===== config.mk =====
export PLATFORM = sky130hd
export DESIGN_NAME = vref_sequencer
export DESIGN_NICKNAME = d
export VERILOG_FILES = /design/src/rtl/vref_seq_pkg.sv /design/src/rtl/seq_vid_decode.sv /design/src/rtl/seq_slewer.sv /design/src/rtl/seq_tick_timer.sv /design/src/rtl/seq_qualifier.sv /design/src/rtl/vref_sequencer.sv
export SDC_FILE = /design/constraint.sdc
export NUM_CORES = 1
export LEC_CHECK = 0
export BUFFER_PORTS_ARGS = -buffer_cell sky130_fd_sc_hd__buf_2
export CAP_MARGIN = 0
export CORE_MARGIN = 2
export CORE_UTILIZATION = 60
export CTS_CLUSTER_DIAMETER = 100
export CTS_CLUSTER_SIZE = 14
export DETAILED_ROUTE_END_ITERATION = 10
export GPL_ROUTABILITY_DRIVEN = 1
export GPL_TIMING_DRIVEN = 0
export PLACE_DENSITY_LB_ADDON = 0.12
export SETUP_SLACK_MARGIN = 0.02
export SLEW_MARGIN = 0
export SYNTH_ARGS = -nofsm -noshare
export SYNTH_HDL_FRONTEND = slang
export SYNTH_SLANG_ARGS = --single-unit
export TNS_END_PERCENT = 30

===== constraint.sdc =====
create_clock -name clk -period 10.9 [get_ports clk]
set_clock_uncertainty 0.05 [all_clocks]
set_input_delay 1.09 -clock clk [delete_from_list [all_inputs] [get_ports clk]]
set_output_delay 1.09 -clock clk [all_outputs]
set_load 0.02 [all_outputs]

===== src/rtl/vref_seq_pkg.sv =====
package vref_seq_pkg;

  typedef enum logic [2:0] {
    SQ_IDLE  = 3'd0,
    SQ_WAIT  = 3'd1,
    SQ_BOOT  = 3'd2,
    SQ_QUAL  = 3'd3,
    SQ_TRACK = 3'd4
  } seq_state_t;

endpackage


===== src/rtl/seq_vid_decode.sv =====
module seq_vid_decode #(
  parameter int VID_W    = 7,
  parameter int REF_W    = 11,
  parameter int SUB      = 16,
  parameter int TOP_LSBS = 120,
  parameter int MIN_LSBS = 24
) (
  input  logic [VID_W-1:0] code,
  output logic [REF_W-1:0] tgt
);
  localparam int LAST_CODE = TOP_LSBS - MIN_LSBS;

  always_comb begin
    if (int'(code) > LAST_CODE) tgt = '0;
    else                        tgt = REF_W'((TOP_LSBS - int'(code)) * SUB);
  end
endmodule


===== src/rtl/seq_slewer.sv =====
module seq_slewer #(
  parameter int REF_W = 11
) (
  input  logic [REF_W-1:0] cur,
  input  logic [REF_W-1:0] tgt,
  input  logic [REF_W-1:0] step,
  output logic [REF_W-1:0] nxt
);
  logic [REF_W-1:0] gap;

  always_comb begin
    if (cur < tgt) begin
      gap = tgt - cur;
      nxt = (gap <= step) ? tgt : cur + step;
    end else if (cur > tgt) begin
      gap = cur - tgt;
      nxt = (gap <= step) ? tgt : cur - step;
    end else begin
      gap = '0;
      nxt = cur;
    end
  end

  always_comb begin
    AST_NO_OVERSHOOT: assert ((cur > tgt) || (nxt <= tgt && nxt >= cur));
  end
endmodule


===== src/rtl/seq_tick_timer.sv =====
module seq_tick_timer #(
  parameter int LIMIT = 120
) (
  input  logic clk,
  input  logic rst_n,
  input  logic run,
  input  logic tick,
  output logic done
);
  localparam int CW = (LIMIT < 2) ? 1 : $clog2(LIMIT);
  localparam logic [CW-1:0] LAST = CW'(LIMIT - 1);

  logic [CW-1:0] cnt;

  always_ff @(posedge clk) begin
    if (!rst_n || !run) begin
      cnt  <= '0;
      done <= 1'b0;
    end else if (tick && !done) begin
      if (cnt == LAST) done <= 1'b1;
      else             cnt  <= cnt + 1'b1;
    end
  end

  AST_TIMER_HOLDS: assert property (@(posedge clk) disable iff (!rst_n)
    (done && run) |=> done);
endmodule


===== src/rtl/seq_qualifier.sv =====
module seq_qualifier #(
  parameter int REF_W   = 11,
  parameter int BOOT    = 1536,
  parameter int WIN_PCT = 10,
  parameter int NCYC    = 13
) (
  input  logic             clk,
  input  logic             rst_n,
  input  logic             run,
  input  logic             cyc_stb,
  input  logic [REF_W-1:0] meas,
  output logic             pass
);
  localparam int WIN = (BOOT * WIN_PCT) / 100;
  localparam logic [REF_W-1:0] LO = REF_W'(BOOT - WIN);
  localparam logic [REF_W-1:0] HI = REF_W'(BOOT + WIN);
  localparam int CW = (NCYC < 2) ? 1 : $clog2(NCYC);
  localparam logic [CW-1:0] LAST = CW'(NCYC - 1);

  logic [CW-1:0] cnt;
  logic          inwin;

  assign inwin = (meas >= LO) && (meas <= HI);

  always_ff @(posedge clk) begin
    if (!rst_n || !run) begin
      cnt  <= '0;
      pass <= 1'b0;
    end else if (cyc_stb) begin
      if (inwin) begin
        if (cnt == LAST) pass <= 1'b1;
        else             cnt  <= cnt + 1'b1;
      end else begin
        cnt  <= '0;
        pass <= 1'b0;
      end
    end
  end

  AST_QUAL_RESTART: assert property (@(posedge clk) disable iff (!rst_n)
    (run && cyc_stb && !inwin) |=> !pass);
endmodule


===== src/rtl/vref_sequencer.sv =====
module vref_sequencer
  import vref_seq_pkg::*;
#(
  parameter int VID_W       = 7,
  parameter int REF_W       = 11,
  parameter int SUB         = 16,
  parameter int TOP_LSBS    = 120,
  parameter int MIN_LSBS    = 24,
  parameter int BOOT_LSBS   = 96,
  parameter int SLOW_STEP   = 3,
  parameter int FAST_STEP   = 13,
  parameter int DELAY_TICKS = 120,
  parameter int QUAL_CYCLES = 13,
  parameter int WIN_PCT     = 10,
  parameter int PG_TICKS    = 7000
) (
  input  logic             clk,
  input  logic             rst_n,
  input  logic             tick,
  input  logic             por_ok,
  input  logic             enable,
  input  logic [VID_W-1:0] vid,
  input  logic             dslp,
  input  logic             cyc_stb,
  input  logic [REF_W-1:0] meas,
  output logic [REF_W-1:0] vref,
  output logic             clk_en_n,
  output logic             pgood
);
  localparam int BOOT_I = BOOT_LSBS * SUB;
  localparam logic [REF_W-1:0] BOOT_REF = REF_W'(BOOT_I);
  localparam logic [REF_W-1:0] SLOW_REF = REF_W'(SLOW_STEP);
  localparam logic [REF_W-1:0] FAST_REF = REF_W'(FAST_STEP);

  seq_state_t       state;
  logic             go;
  logic             wait_done, qual_pass, pg_done;
  logic [REF_W-1:0] vid_tgt, slew_tgt, slew_step, slew_nxt;

  assign go = por_ok && enable;

  seq_vid_decode #(
    .VID_W(VID_W), .REF_W(REF_W), .SUB(SUB),
    .TOP_LSBS(TOP_LSBS), .MIN_LSBS(MIN_LSBS)
  ) u_dec (
    .code(vid),
    .tgt (vid_tgt)
  );

  always_comb begin
    if (state == SQ_BOOT) begin
      slew_tgt  = BOOT_REF;
      slew_step = SLOW_REF;
    end else begin
      slew_tgt  = vid_tgt;
      slew_step = dslp ? SLOW_REF : FAST_REF;
    end
  end

  seq_slewer #(.REF_W(REF_W)) u_slew (
    .cur (vref),
    .tgt (slew_tgt),
    .step(slew_step),
    .nxt (slew_nxt)
  );

  seq_tick_timer #(.LIMIT(DELAY_TICKS)) u_wait (
    .clk  (clk),
    .rst_n(rst_n),
    .run  (go && state == SQ_WAIT),
    .tick (tick),
    .done (wait_done)
  );

  seq_qualifier #(
    .REF_W(REF_W), .BOOT(BOOT_I), .WIN_PCT(WIN_PCT), .NCYC(QUAL_CYCLES)
  ) u_qual (
    .clk    (clk),
    .rst_n  (rst_n),
    .run    (go && state == SQ_QUAL),
    .cyc_stb(cyc_stb),
    .meas   (meas),
    .pass   (qual_pass)
  );

  seq_tick_timer #(.LIMIT(PG_TICKS)) u_pg (
    .clk  (clk),
    .rst_n(rst_n),
    .run  (go && state == SQ_TRACK),
    .tick (tick),
    .done (pg_done)
  );

  always_ff @(posedge clk) begin
    if (!rst_n || !go) begin
      state <= SQ_IDLE;
      vref  <= '0;
    end else begin
      unique case (state)
        SQ_IDLE: state <= SQ_WAIT;
        SQ_WAIT: if (wait_done) state <= SQ_BOOT;
        SQ_BOOT: if (tick) begin
          vref <= slew_nxt;
          if (slew_nxt == BOOT_REF) state <= SQ_QUAL;
        end
        SQ_QUAL: if (qual_pass) state <= SQ_TRACK;
        SQ_TRACK: if (tick) vref <= slew_nxt;
        default: state <= SQ_IDLE;
      endcase
    end
  end

  assign clk_en_n = (state != SQ_TRACK);
  assign pgood    = pg_done;

  AST_IDLE_ON_DROP: assert property (@(posedge clk) disable iff (!rst_n)
    !go |=> (vref == '0 && clk_en_n && !pgood));
  AST_PG_AFTER_CLKEN: assert property (@(posedge clk) disable iff (!rst_n)
    pgood |-> !clk_en_n);
  AST_STEP_BOUND: assert property (@(posedge clk) disable iff (!rst_n)
    (go && $past(go)) |->
      (((vref >= $past(vref)) ? (vref - $past(vref)) : ($past(vref) - vref)) <= FAST_REF));
  AST_HOLD_NO_TICK: assert property (@(posedge clk) disable iff (!rst_n)
    (go && !tick) |=> $stable(vref));
  AST_BOOT_AT_CLKEN: assert property (@(posedge clk) disable iff (!rst_n)
    $fell(clk_en_n) |-> (vref == BOOT_REF));
endmodule


==> results of run 1 <==
[kinds of logic (layout without fill, tap and decap cells)]
logic type	count (synthesis)	count (layout)	synth area share [%]
compound gates	132	132	23.6
xor+xnor	32	32	7.54
fa+ha+maj	32	32	11.4
buf+inv	51	95	5.49
flops	41	41	22.1
mux	6	6	1.65
simple gates	206	206	28.3
[placed cells by master, fill, tap and decap left out, types with 17 or more instances in the layout]
cell type	count
nand3_1	17
ha_1	29
xnor2_1	17
buf_2	37
nor2_1	57
nand2_1	45
dfxtp_1	41
clkbuf_1	18
a21oi_1	47
inv_1	29
[flip-flops by register name, indices dropped and copies added, names as in the netlist]
register     count
u_qual.pass      1
u_pg.cnt        13
u_qual.cnt       4
u_wait.done      1
u_pg.done        1
vref            11
state            3
u_wait.cnt       7
[stage by stage]
stage          cells  total power, mW
2_1_floorplan    500            0.205
3_3_place_gp     611            0.221
3_5_place_dp     611            0.223
4_1_cts          619            0.318
5_1_grt          619            0.336
6_report         619            0.319
[worst min-delay path, delay by kind of cell (launching register included)]
| kind | cells | cell delay (ps) |
|---|---|---|
| AOI/OAI and AO/OA | 1 | 60 |
| DFF | 1 | 330 |
| and+or+nand+nor | 1 | 70 |
[metal layers]
metal	vias to the layer above	track usage (%)	part of all wire (%)
li1	1891	-	-
met3	21	6.20	6.4
met2	137	50.2	45
met5	-	0	0
met4	0	6.39	1.4
met1	1769	39.1	47
[worst max path at each step]
stage | from | end | slack (ps) | depth (start not counted)
floorplan | vid[0] | state[0]$_SDFFE_PP0P_ | 5370 | 18
global placement | vid[0] | state[0]$_SDFFE_PP0P_ | 4610 | 20
detailed placement | vid[0] | state[0]$_SDFFE_PP0P_ | 4540 | 20
CTS | vid[0] | state[0]$_SDFFE_PP0P_ | 4860 | 20
global route | vid[1] | state[0]$_SDFFE_PP0P_ | 4570 | 20
finish | vid[0] | state[0]$_SDFFE_PP0P_ | 4830 | 20
[area by class of cell]
cell class                      instances  area share (%)
Multi-Input combinational cell        408            66.0
Sequential cell                        41            20.1
Timing Repair Buffer                   36            4.42
Inverter                               30            2.76
Tap cell                               75            2.30
Buffer                                 21            2.24
Clock buffer                            5            1.69
Clock inverter                          3           0.430
[power by group through the flow]
| stage | Combinational (mW) | Clock (mW) | Sequential (mW) |
|---|---|---|---|
| 2_1_floorplan | 0.0513 | 0 | 0.153 |
| 3_3_place_gp | 0.0678 | 0 | 0.153 |
| 3_5_place_dp | 0.0695 | 0 | 0.153 |
| 4_1_cts | 0.0698 | 0.0979 | 0.150 |
| 5_1_grt | 0.0789 | 0.107 | 0.150 |
| 6_report | 0.0712 | 0.0978 | 0.150 |
==> impl_metrics.json, run 1 <==
{
  "worstSetupEndpointType": "flip-flop",
  "ys_warn_count": 0,
  "clock.fmax_ghz": 0.165,
  "outcome": "complete, no violations",
  "async_flop_share_pct": 0,
  "setup.worst_path.class": "input pin to flip-flop",
  "drive_above_1_share_pct": 11.4,
  "grt_overflow": 0,
  "synth-seq-area-share_pct": 22.1,
  "sw_frac_of_total_pct": 30.7,
  "antenna_cells": 0,
  "synth.top_cell.area_share_pct": 22.1,
  "routed_wirelength_mm": 9.78,
  "ant_nets": 0,
  "io_pins": 38,
  "ctsRootBufferMaster": "clkbuf_8",
  "multi_input_area_mm2": 0.00269,
  "critPathMaxStageDelay_ps": 610,
  "startpoint_type": "input pin",
  "clk_pin_slew_ps": 90,
  "yosys.area.top_type": "dfxtp_1",
  "setup_slack_ps": 4830,
  "cp_data_arrival_time_ps": 6250,
  "drt_pass1_iterations": 5,
  "postCtsSetupBuffers": 0,
  "hold_viol": 0,
  "core_mm2": 0.00596,
  "grt_pass1_vias": 3495,
  "hp-class": "flip-flop to flip-flop",
  "post-route-util_pct": 68.4,
  "period_needed_ps": 6070,
  "r2r_cells": 18,
  "grt_pass1_wl_mm": 15.7,
  "final_net_count": 600,
  "fin_crit_sh_pct": 55.7,
  "via_per_inst": 6.17,
  "cts_tree": "built",
  "cap_violations": 0,
  "num_vias": 3818,
  "place_area_mm2": 0.00399,
  "min_from": "u_qual.cnt[0]$_SDFFE_PP0P_",
  "hpwlAfterDp_mm": 7.68,
  "power.switching_mw": 0.0978,
  "max-vdd-ir-drop_v": 0.0000599,
  "worst_path_max_delay_cell": "or4b_2",
  "rsz0062_at_grt": "false",
  "antenna_found_initial": 0,
  "worstHoldPathCells": 2,
  "setup_viol": 0,
  "synth_edf_count": 0,
  "holdPathEnd": "u_qual.cnt[0]$_SDFFE_PP0P_",
  "final_area_mm2": 0.00408,
  "rr_endpoint": "state[0]$_SDFFE_PP0P_",
  "synth_common_cells": "nor2_1 (57), a21oi_1 (47), nand2_1 (45)",
  "grtUsageTotal_pct": 29.8,
  "htree_levels": 2,
  "p_clk_share_pct": 30.7,
  "p_comb_share_pct": 22.3,
  "insertion_delay_ps": 300,
  "cp_max_fo": 10,
  "wire_per_inst_um": 15.8,
  "post_cts_resized": 0,
  "p_int_mw": 0.221,
  "area_growth_pct": 9.70,
  "tns_ps": 0,
  "maxSlewHeadroom_pct": 38.6,
  "leakage_nw": 1.55,
  "dpl_worst_slack_ps": 4540,
  "fillers": 541,
  "hold_buffers": 0,
  "clk_path_buf_depth": 2,
  "yosysMostFrequentCell": "nor2_1",
  "drc": 0,
  "cts_inserted_buffers": 5,
  "die_area_mm2": 0.00684,
  "cts_sinks": 41,
  "ys.flop_type": "dfxtp_1",
  "ys_seq_elements": 41,
  "io_buffers": 36,
  "yosysUniqueCellTypes": 63,
  "drtIter0Drc": 265,
  "powerDensity_mw_per_mm2": 78.3,
  "max_slew.worst_pin.slew_ps": 913,
  "fp.dieH_um": 82.7,
  "timing.rr.start": "state[1]$_SDFFE_PP0P_",
  "syn-num-nets": 557,
  "crit_path_cell_trace": "buf_2, inv_1, ha_1, or4b_2, a31oi_1, o21ai_0, inv_1, ha_1, clkbuf_1, nand2_1, nor2_1, a221o_1, a221o_1, nor4_4, buf_6, nor2_1, o31ai_2, nand4_1, or4_1, a211oi_2",
  "synth_area_mm2": 0.00371,
  "avgSynthCellArea_um2": 7.43,
  "start_util_pct": 62.4,
  "power.share.sequential_pct": 47.0,
  "seqCellArea_um2": 821,
  "cp_num_buf_inv": 5,
  "required_ps": 11080,
  "grt_max_degree": 14,
  "final_max_slew_viol_count": 0,
  "die_w_um": 82.7,
  "reg2reg_slack_ps": 5530,
  "netlist_instances": 500,
  "synthTopCellsByArea": "dfxtp_1 (22%), ha_1 (9.8%), a21oi_1 (6.3%)",
  "holdWs_ps": 455,
  "place_congestion": 0.965,
  "num_rows": 28,
  "critical_path.top_delay_family": "simple AND/OR/NAND/NOR gates"
}
No activity file was read; power rests on OpenSTA's default activity.
==> run 2, diff against run 1 <==
--- a/config.mk
+++ b/config.mk
@@ -8,7 +8,7 @@
 export BUFFER_PORTS_ARGS = -buffer_cell sky130_fd_sc_hd__buf_2
 export CAP_MARGIN = 0
 export CORE_MARGIN = 2
-export CORE_UTILIZATION = 60
+export CORE_UTILIZATION = 54
 export CTS_CLUSTER_DIAMETER = 100
 export CTS_CLUSTER_SIZE = 14
 export DETAILED_ROUTE_END_ITERATION = 10
==> constraint.sdc (replaced) <==
create_clock -name clk -period 4.9 [get_ports clk]
set_clock_uncertainty 0.05 [all_clocks]
set_input_delay 0.49 -clock clk [delete_from_list [all_inputs] [get_ports clk]]
set_output_delay 0.49 -clock clk [all_outputs]
set_load 0.02 [all_outputs]
==> impl_metrics.json, run 2 (synthesized netlist as in run 1, its figures left out) <==
{
  "outcome": "complete, no violations",
  "p_clk_share_pct": 34.1,
  "leakage_nw": 1.68,
  "p_comb_share_pct": 25.5,
  "fp.dieH_um": 86.9,
  "insertion_delay_ps": 290,
  "post-route-util_pct": 66.7,
  "required_ps": 5060,
  "hold_buffers": 0,
  "max_slew.worst_pin.slew_ps": 731,
  "final_cell_mix": "nor2_1 (56), a21oi_1 (42), nand2_1 (42), dfxtp_1 (40), buf_2 (36)",
  "startpoint_type": "input pin",
  "clk_pin_slew_ps": 80,
  "critPathMaxStageDelay_ps": 490,
  "reg.largest.list": "u_pg.cnt (13), vref (11), u_wait.cnt (7)",
  "clk_path_buf_depth": 2,
  "cts_tree": "built",
  "largest-register": "u_pg.cnt",
  "sw_frac_of_total_pct": 29.1,
  "cts_inserted_buffers": 5,
  "io_pins": 38,
  "grtUsageTotal_pct": 26.8,
  "clock.fmax_ghz": 0.210,
  "max-vdd-ir-drop_v": 0.000259,
  "num_vias": 3872,
  "place_congestion": 0.926,
  "cp_data_arrival_time_ps": 4930,
  "finalPower_mw": 0.825,
  "grt_pass1_vias": 3468,
  "cp_num_buf_inv": 6,
  "hpwlAfterDp_mm": 7.63,
  "maxSlewHeadroom_pct": 50.8,
  "setup.worst_path.class": "input pin to flip-flop",
  "antenna_cells": 0,
  "p_int_mw": 0.585,
  "worst_path_max_delay_cell": "or4b_4",
  "power.switching_mw": 0.240,
  "crit_path_cell_trace": "buf_2, inv_1, ha_2, or4b_4, a31oi_4, buf_6, nand3_4, inv_2, ha_2, buf_6, xnor2_1, a31oi_1, o2111ai_1, a2111o_1, or2_0, buf_4, o311ai_4, a221o_1, nand4b_1, or4_4, a211oi_2",
  "r2r_cells": 17,
  "ctsRootBufferMaster": "clkbuf_8",
  "via_per_inst": 6.10,
  "area_growth_pct": 20.7,
  "start_util_pct": 55.3,
  "period_needed_ps": 4770,
  "drtIter0Drc": 275,
  "routed_wirelength_mm": 10.3,
  "hold_viol": 0,
  "wire_per_inst_um": 16.2,
  "power.share.sequential_pct": 40.4,
  "final_net_count": 611,
  "grt_pass1_wl_mm": 16.4,
  "final_common_cell": "nor2_1",
  "drc": 0,
  "cp_max_fo": 10,
  "drive_above_1_share_pct": 21.1,
  "grt_max_degree": 14,
  "core_mm2": 0.00672,
  "cp_num_cells": 21,
  "powerDensity_mw_per_mm2": 184,
  "die_w_um": 86.9,
  "num_rows": 30,
  "critical_path.top_delay_family": "compound AO/OA/AOI/OAI gates",
  "grt_overflow": 0,
  "cts_sinks": 41,
  "io_buffers": 36,
  "ant_nets": 0,
  "antenna_found_initial": 0,
  "cap_violations": 0,
  "htree_levels": 2,
  "die_area_mm2": 0.00756,
  "largest_register_ffs": 13,
  "fin_crit_sh_pct": 97.3,
  "drt_pass1_iterations": 5,
  "final_max_slew_viol_count": 0,
  "fillers": 591,
  "hp-class": "input pin to flip-flop",
  "setup_viol": 0,
  "worstHoldPathCells": 2,
  "worstSetupEndpointType": "flip-flop"
}
## run 2: per-stage QoR
step	TNS [ps]	setup WS [ps]	hold WS, ps	instances	area, um^2
6_report	0	131	416	635	4480
2_1_floorplan	0	93.4	399	500	3710
4_1_cts	0	54.9	406	626	4210
3_3_place_gp	-1440	-708	412	616	4000
5_1_grt	-22.7	-22.7	411	635	4480
3_5_place_dp	-1830	-806	415	616	4000
## run 2: power by group through the flow
| stage | clock, mW | sequential [mW] | combinational (mW) |
|---|---|---|---|
| 6_report | 0.281 | 0.333 | 0.210 |
| 5_1_grt | 0.309 | 0.333 | 0.227 |
| 4_1_cts | 0.291 | 0.333 | 0.167 |
| 3_5_place_dp | 0 | 0.341 | 0.157 |
| 3_3_place_gp | 0 | 0.341 | 0.154 |
| 2_1_floorplan | 0 | 0.341 | 0.114 |
## run 2: routing by layer
layer  up-vias  part of all wire [%]  track usage, %
met5         -                     0               0
met3        27                   4.0            3.03
met2       125                    49            46.4
met1      1806                    44            33.9
met4         0                   2.9            10.7
li1       1914                     -               -
## run 2: final timing paths
path	start	endpoint	slack, ps
setup / recovery	vid[0]	state[0]$_SDFFE_PP0P_	130
hold / removal	cyc_stb	u_qual.cnt[2]$_SDFFE_PP0P_	420
setup reg to reg	state[0]$_SDFFE_PP0P_	state[0]$_SDFFE_PP0P_	190
hold reg to reg	u_qual.cnt[0]$_SDFFE_PP0P_	u_qual.cnt[0]$_SDFFE_PP0P_	420
## run 2: cell type report
cell class / instances / area [um^2] / share of cell area [%]
multi-input cells: 408 / 2950 / 65.8
flip-flops and latches: 41 / 822 / 18.3
repair buffers: 48 / 274 / 6.11
inverters: 30 / 115 / 2.57
plain buffers: 20 / 104 / 2.32
well taps: 80 / 100 / 2.23
clock buffers: 6 / 82.6 / 1.84
clock inverters: 2 / 37.5 / 0.837
## run 2: repair_timing
action | CTS | global route
pin swaps | 3 | 14
endpoints found under the hold margin | 0 | 0
setup endpoints to repair | 2 | 1
buffers inserted | 3 | 9
gates resized for setup | 19 | 55
cloned | 0 | 0
==> run 3, diff against run 2 <==
--- a/config.mk
+++ b/config.mk
@@ -8,7 +8,7 @@
 export BUFFER_PORTS_ARGS = -buffer_cell sky130_fd_sc_hd__buf_2
 export CAP_MARGIN = 0
 export CORE_MARGIN = 2
-export CORE_UTILIZATION = 54
+export CORE_UTILIZATION = 56
 export CTS_CLUSTER_DIAMETER = 100
 export CTS_CLUSTER_SIZE = 14
 export DETAILED_ROUTE_END_ITERATION = 10
@@ -19,5 +19,6 @@
 export SLEW_MARGIN = 0
 export SYNTH_ARGS = -nofsm -noshare
 export SYNTH_HDL_FRONTEND = slang
+export SYNTH_HIERARCHICAL = 1
 export SYNTH_SLANG_ARGS = --single-unit
 export TNS_END_PERCENT = 30
==> impl_metrics.json, run 3 <==
{
  "start_util_pct": 56.9,
  "outcome": "complete, no violations",
  "wire_per_inst_um": 15.7,
  "clk_pin_slew_ps": 70,
  "routed_wirelength_mm": 13.7,
  "cp-endpoint": "state[0]$_SDFFE_PP0P_",
  "die_area_mm2": 0.0100,
  "critical_path.top_delay_family": "compound AO/OA/AOI/OAI gates",
  "die_w_um": 100,
  "grt_overflow": 0,
  "critPathMaxStageDelay_ps": 380,
  "cap_violations": 0,
  "final_max_slew_viol_count": 0,
  "io_buffers": 36,
  "grt_pass1_vias": 4788,
  "synthTopCellsByArea": "ha_1 (16%), dfxtp_1 (16%), a21oi_1 (4.8%)",
  "core_mm2": 0.00911,
  "setup.worst_path.class": "input pin to flip-flop",
  "cts_inserted_buffers": 5,
  "period_needed_ps": 4880,
  "rr_endpoint": "state[0]$_SDFFE_PP0P_",
  "reg.largest.list": "u_pg/cnt (13), vref (11), u_wait/cnt (7)",
  "tns_ps": 0,
  "leakage_nw": 2.60,
  "r2r_cells": 22,
  "num_rows": 35,
  "place_congestion": 0.949,
  "largest-register": "u_pg/cnt",
  "ys.flop_type": "dfxtp_1",
  "place_area_mm2": 0.00557,
  "final_area_mm2": 0.00620,
  "yosysUniqueCellTypes": 74,
  "cp_num_cells": 27,
  "final_net_count": 855,
  "worstSetupEndpointType": "flip-flop",
  "hpwlAfterDp_mm": 10.4,
  "synth-seq-area-share_pct": 15.8,
  "cts_tree": "built",
  "cp_num_buf_inv": 6,
  "yosysMostFrequentCell": "ha_1",
  "final_common_cell": "ha_1",
  "placed_cells": 833,
  "drtIter0Drc": 356,
  "htree_levels": 2,
  "required_ps": 5070,
  "finalPower_mw": 1.06,
  "cp_max_fo": 7,
  "hold_viol": 0,
  "fin_crit_sh_pct": 99.7,
  "grtUsageTotal_pct": 26.5,
  "drc": 0,
  "timing.rr.start": "state[2]$_SDFFE_PP0P_",
  "powerDensity_mw_per_mm2": 170,
  "drt_pass1_iterations": 5,
  "cts_sinks": 41,
  "cp_data_arrival_time_ps": 5050,
  "area_growth_pct": 19.7,
  "instances_no_fill": 869,
  "largest_register_ffs": 13,
  "ys_seq_elements": 41,
  "ys_warn_count": 6,
  "worst_path_max_delay_cell": "o311a_4",
  "drive_above_1_share_pct": 21.9,
  "ant_nets": 0,
  "startpoint_type": "input pin",
  "insertion_delay_ps": 280,
  "num_vias": 5135,
  "grt_max_degree": 12,
  "maxSlewHeadroom_pct": 45.3,
  "avgSynthCellArea_um2": 7.76,
  "max_slew.worst_pin.slew_ps": 816,
  "reg2reg_slack_ps": 210,
  "setup_viol": 0,
  "io_pins": 38,
  "ctsRootBufferMaster": "clkbuf_8",
  "async_flop_share_pct": 0,
  "hp-class": "flip-flop to flip-flop",
  "rsz0062_at_grt": "true",
  "antenna_cells": 0,
  "via_per_inst": 5.91,
  "setup.worst_path.start": "vid[0]",
  "max-vdd-ir-drop_v": 0.000149,
  "final_cell_mix": "ha_1 (61), inv_1 (49), a21oi_1 (44), buf_2 (44), dfxtp_1 (41)",
  "synth_edf_count": 0,
  "clk_path_buf_depth": 2,
  "netlist_instances": 668,
  "fp.dieH_um": 100,
  "synth.top_cell.area_share_pct": 16.2,
  "synth_area_mm2": 0.00518,
  "clock.fmax_ghz": 0.205,
  "grt_pass1_wl_mm": 21.9,
  "antenna_found_initial": 0,
  "yosys.area.top_type": "ha_1",
  "synth_common_cells": "ha_1 (67), inv_1 (53), a21oi_1 (50)"
}
==> run 3: cell types whose count changed after synthesis, moves of 16 or more <==
cell,previous run,this run
inv_1,29,53
nor2_1,57,41
o21ai_0,16,32
ha_1,29,67
nor2b_1,5,21
nand2_1,45,28
==> run 3: timing repair <==
| item | CTS | global route |
|---|---|---|
| cloned | 1 | 2 |
| hold buffers | 0 | 0 |
| setup endpoints to repair | 12 | 9 |
| pin swaps | 10 | 41 |
| resized for setup | 28 | 47 |
| setup buffers | 7 | 20 |
| endpoints found under the hold margin | 0 | 0 |
==> run 3: through the flow <==
step | setup slack, ps | util [%] | hold slack (ps)
5_1_grt | -184 | 68.1 | 485
4_1_cts | 25.6 | 63.8 | 453
6_report | 17.0 | 68.1 | 446
2_1_floorplan | 24.5 | - | 401
3_3_place_gp | -856 | 61.2 | 428
3_5_place_dp | -964 | 61.2 | 442
==> run 3: cell families after synthesis <==
logic type                 after synthesis  synth area share [%]
muxes                                   15                  2.90
xor gates and xnor gates                45                  7.75
adders and majority gates               71                  17.7
DFF                                     41                  15.8
other                                    3                 0.217
buffers and inverters                   84                  7.63
and+or+nand+nor                        242                  27.0
AOI/OAI and AO/OA                      167                  21.0
==> run 3: layout make-up <==
class                      instances  area, um^2
buffer                            31         210
clock buffer                       5        68.8
clock inverter                     1        5.00
fill                             768        2900
inverter                          53         204
multi-input combinational        561        4330
sequential                        41         821
tap                              111         139
timing repair buffer              66         423
==> run 3: tightest hold or removal path: stages (launching register included) <==
cell and delay, ps:
dfxtp_1 330, o31ai_1 70, a21oi_1 50
==> run 3: power breakdown <==
group          switching (mW)  internal [mW]  total, mW  leakage [nW]
Sequential           0.000743          0.333      0.334         0.330
Clock                   0.102         0.0936      0.196        0.0399
Combinational           0.279          0.248      0.527          2.23
Total                   0.382          0.675       1.06          2.60
==> run 3: how the worst min path moves through the flow <==
| stage | startpoint | to | slack [ps] | depth (start not counted) |
|---|---|---|---|---|
| after floorplan | u_wait/done$_SDFFE_PP0P_ | u_wait/done$_SDFFE_PP0P_ | 400 | 2 |
| after global placement | u_wait/done$_SDFFE_PP0P_ | u_wait/done$_SDFFE_PP0P_ | 430 | 2 |
| after detailed placement | u_pg/cnt[11]$_SDFFE_PP0P_ | u_pg/cnt[11]$_SDFFE_PP0P_ | 440 | 2 |
| after CTS | u_pg/cnt[11]$_SDFFE_PP0P_ | u_pg/cnt[11]$_SDFFE_PP0P_ | 450 | 2 |
| after global routing | u_pg/cnt[11]$_SDFFE_PP0P_ | u_pg/cnt[11]$_SDFFE_PP0P_ | 480 | 2 |
| final | u_pg/cnt[11]$_SDFFE_PP0P_ | u_pg/cnt[11]$_SDFFE_PP0P_ | 450 | 2 |
==> run 3: per-layer routing <==
metal	part of all wire, %	vias to the layer above	global-route usage (%)	wire (um)
li1	-	2568	-	-
met1	41	2375	31.4	5610
met2	51	154	49.1	6970
met3	4.2	38	2.44	571
met4	3.6	0	10.3	498
met5	0	-	0	0
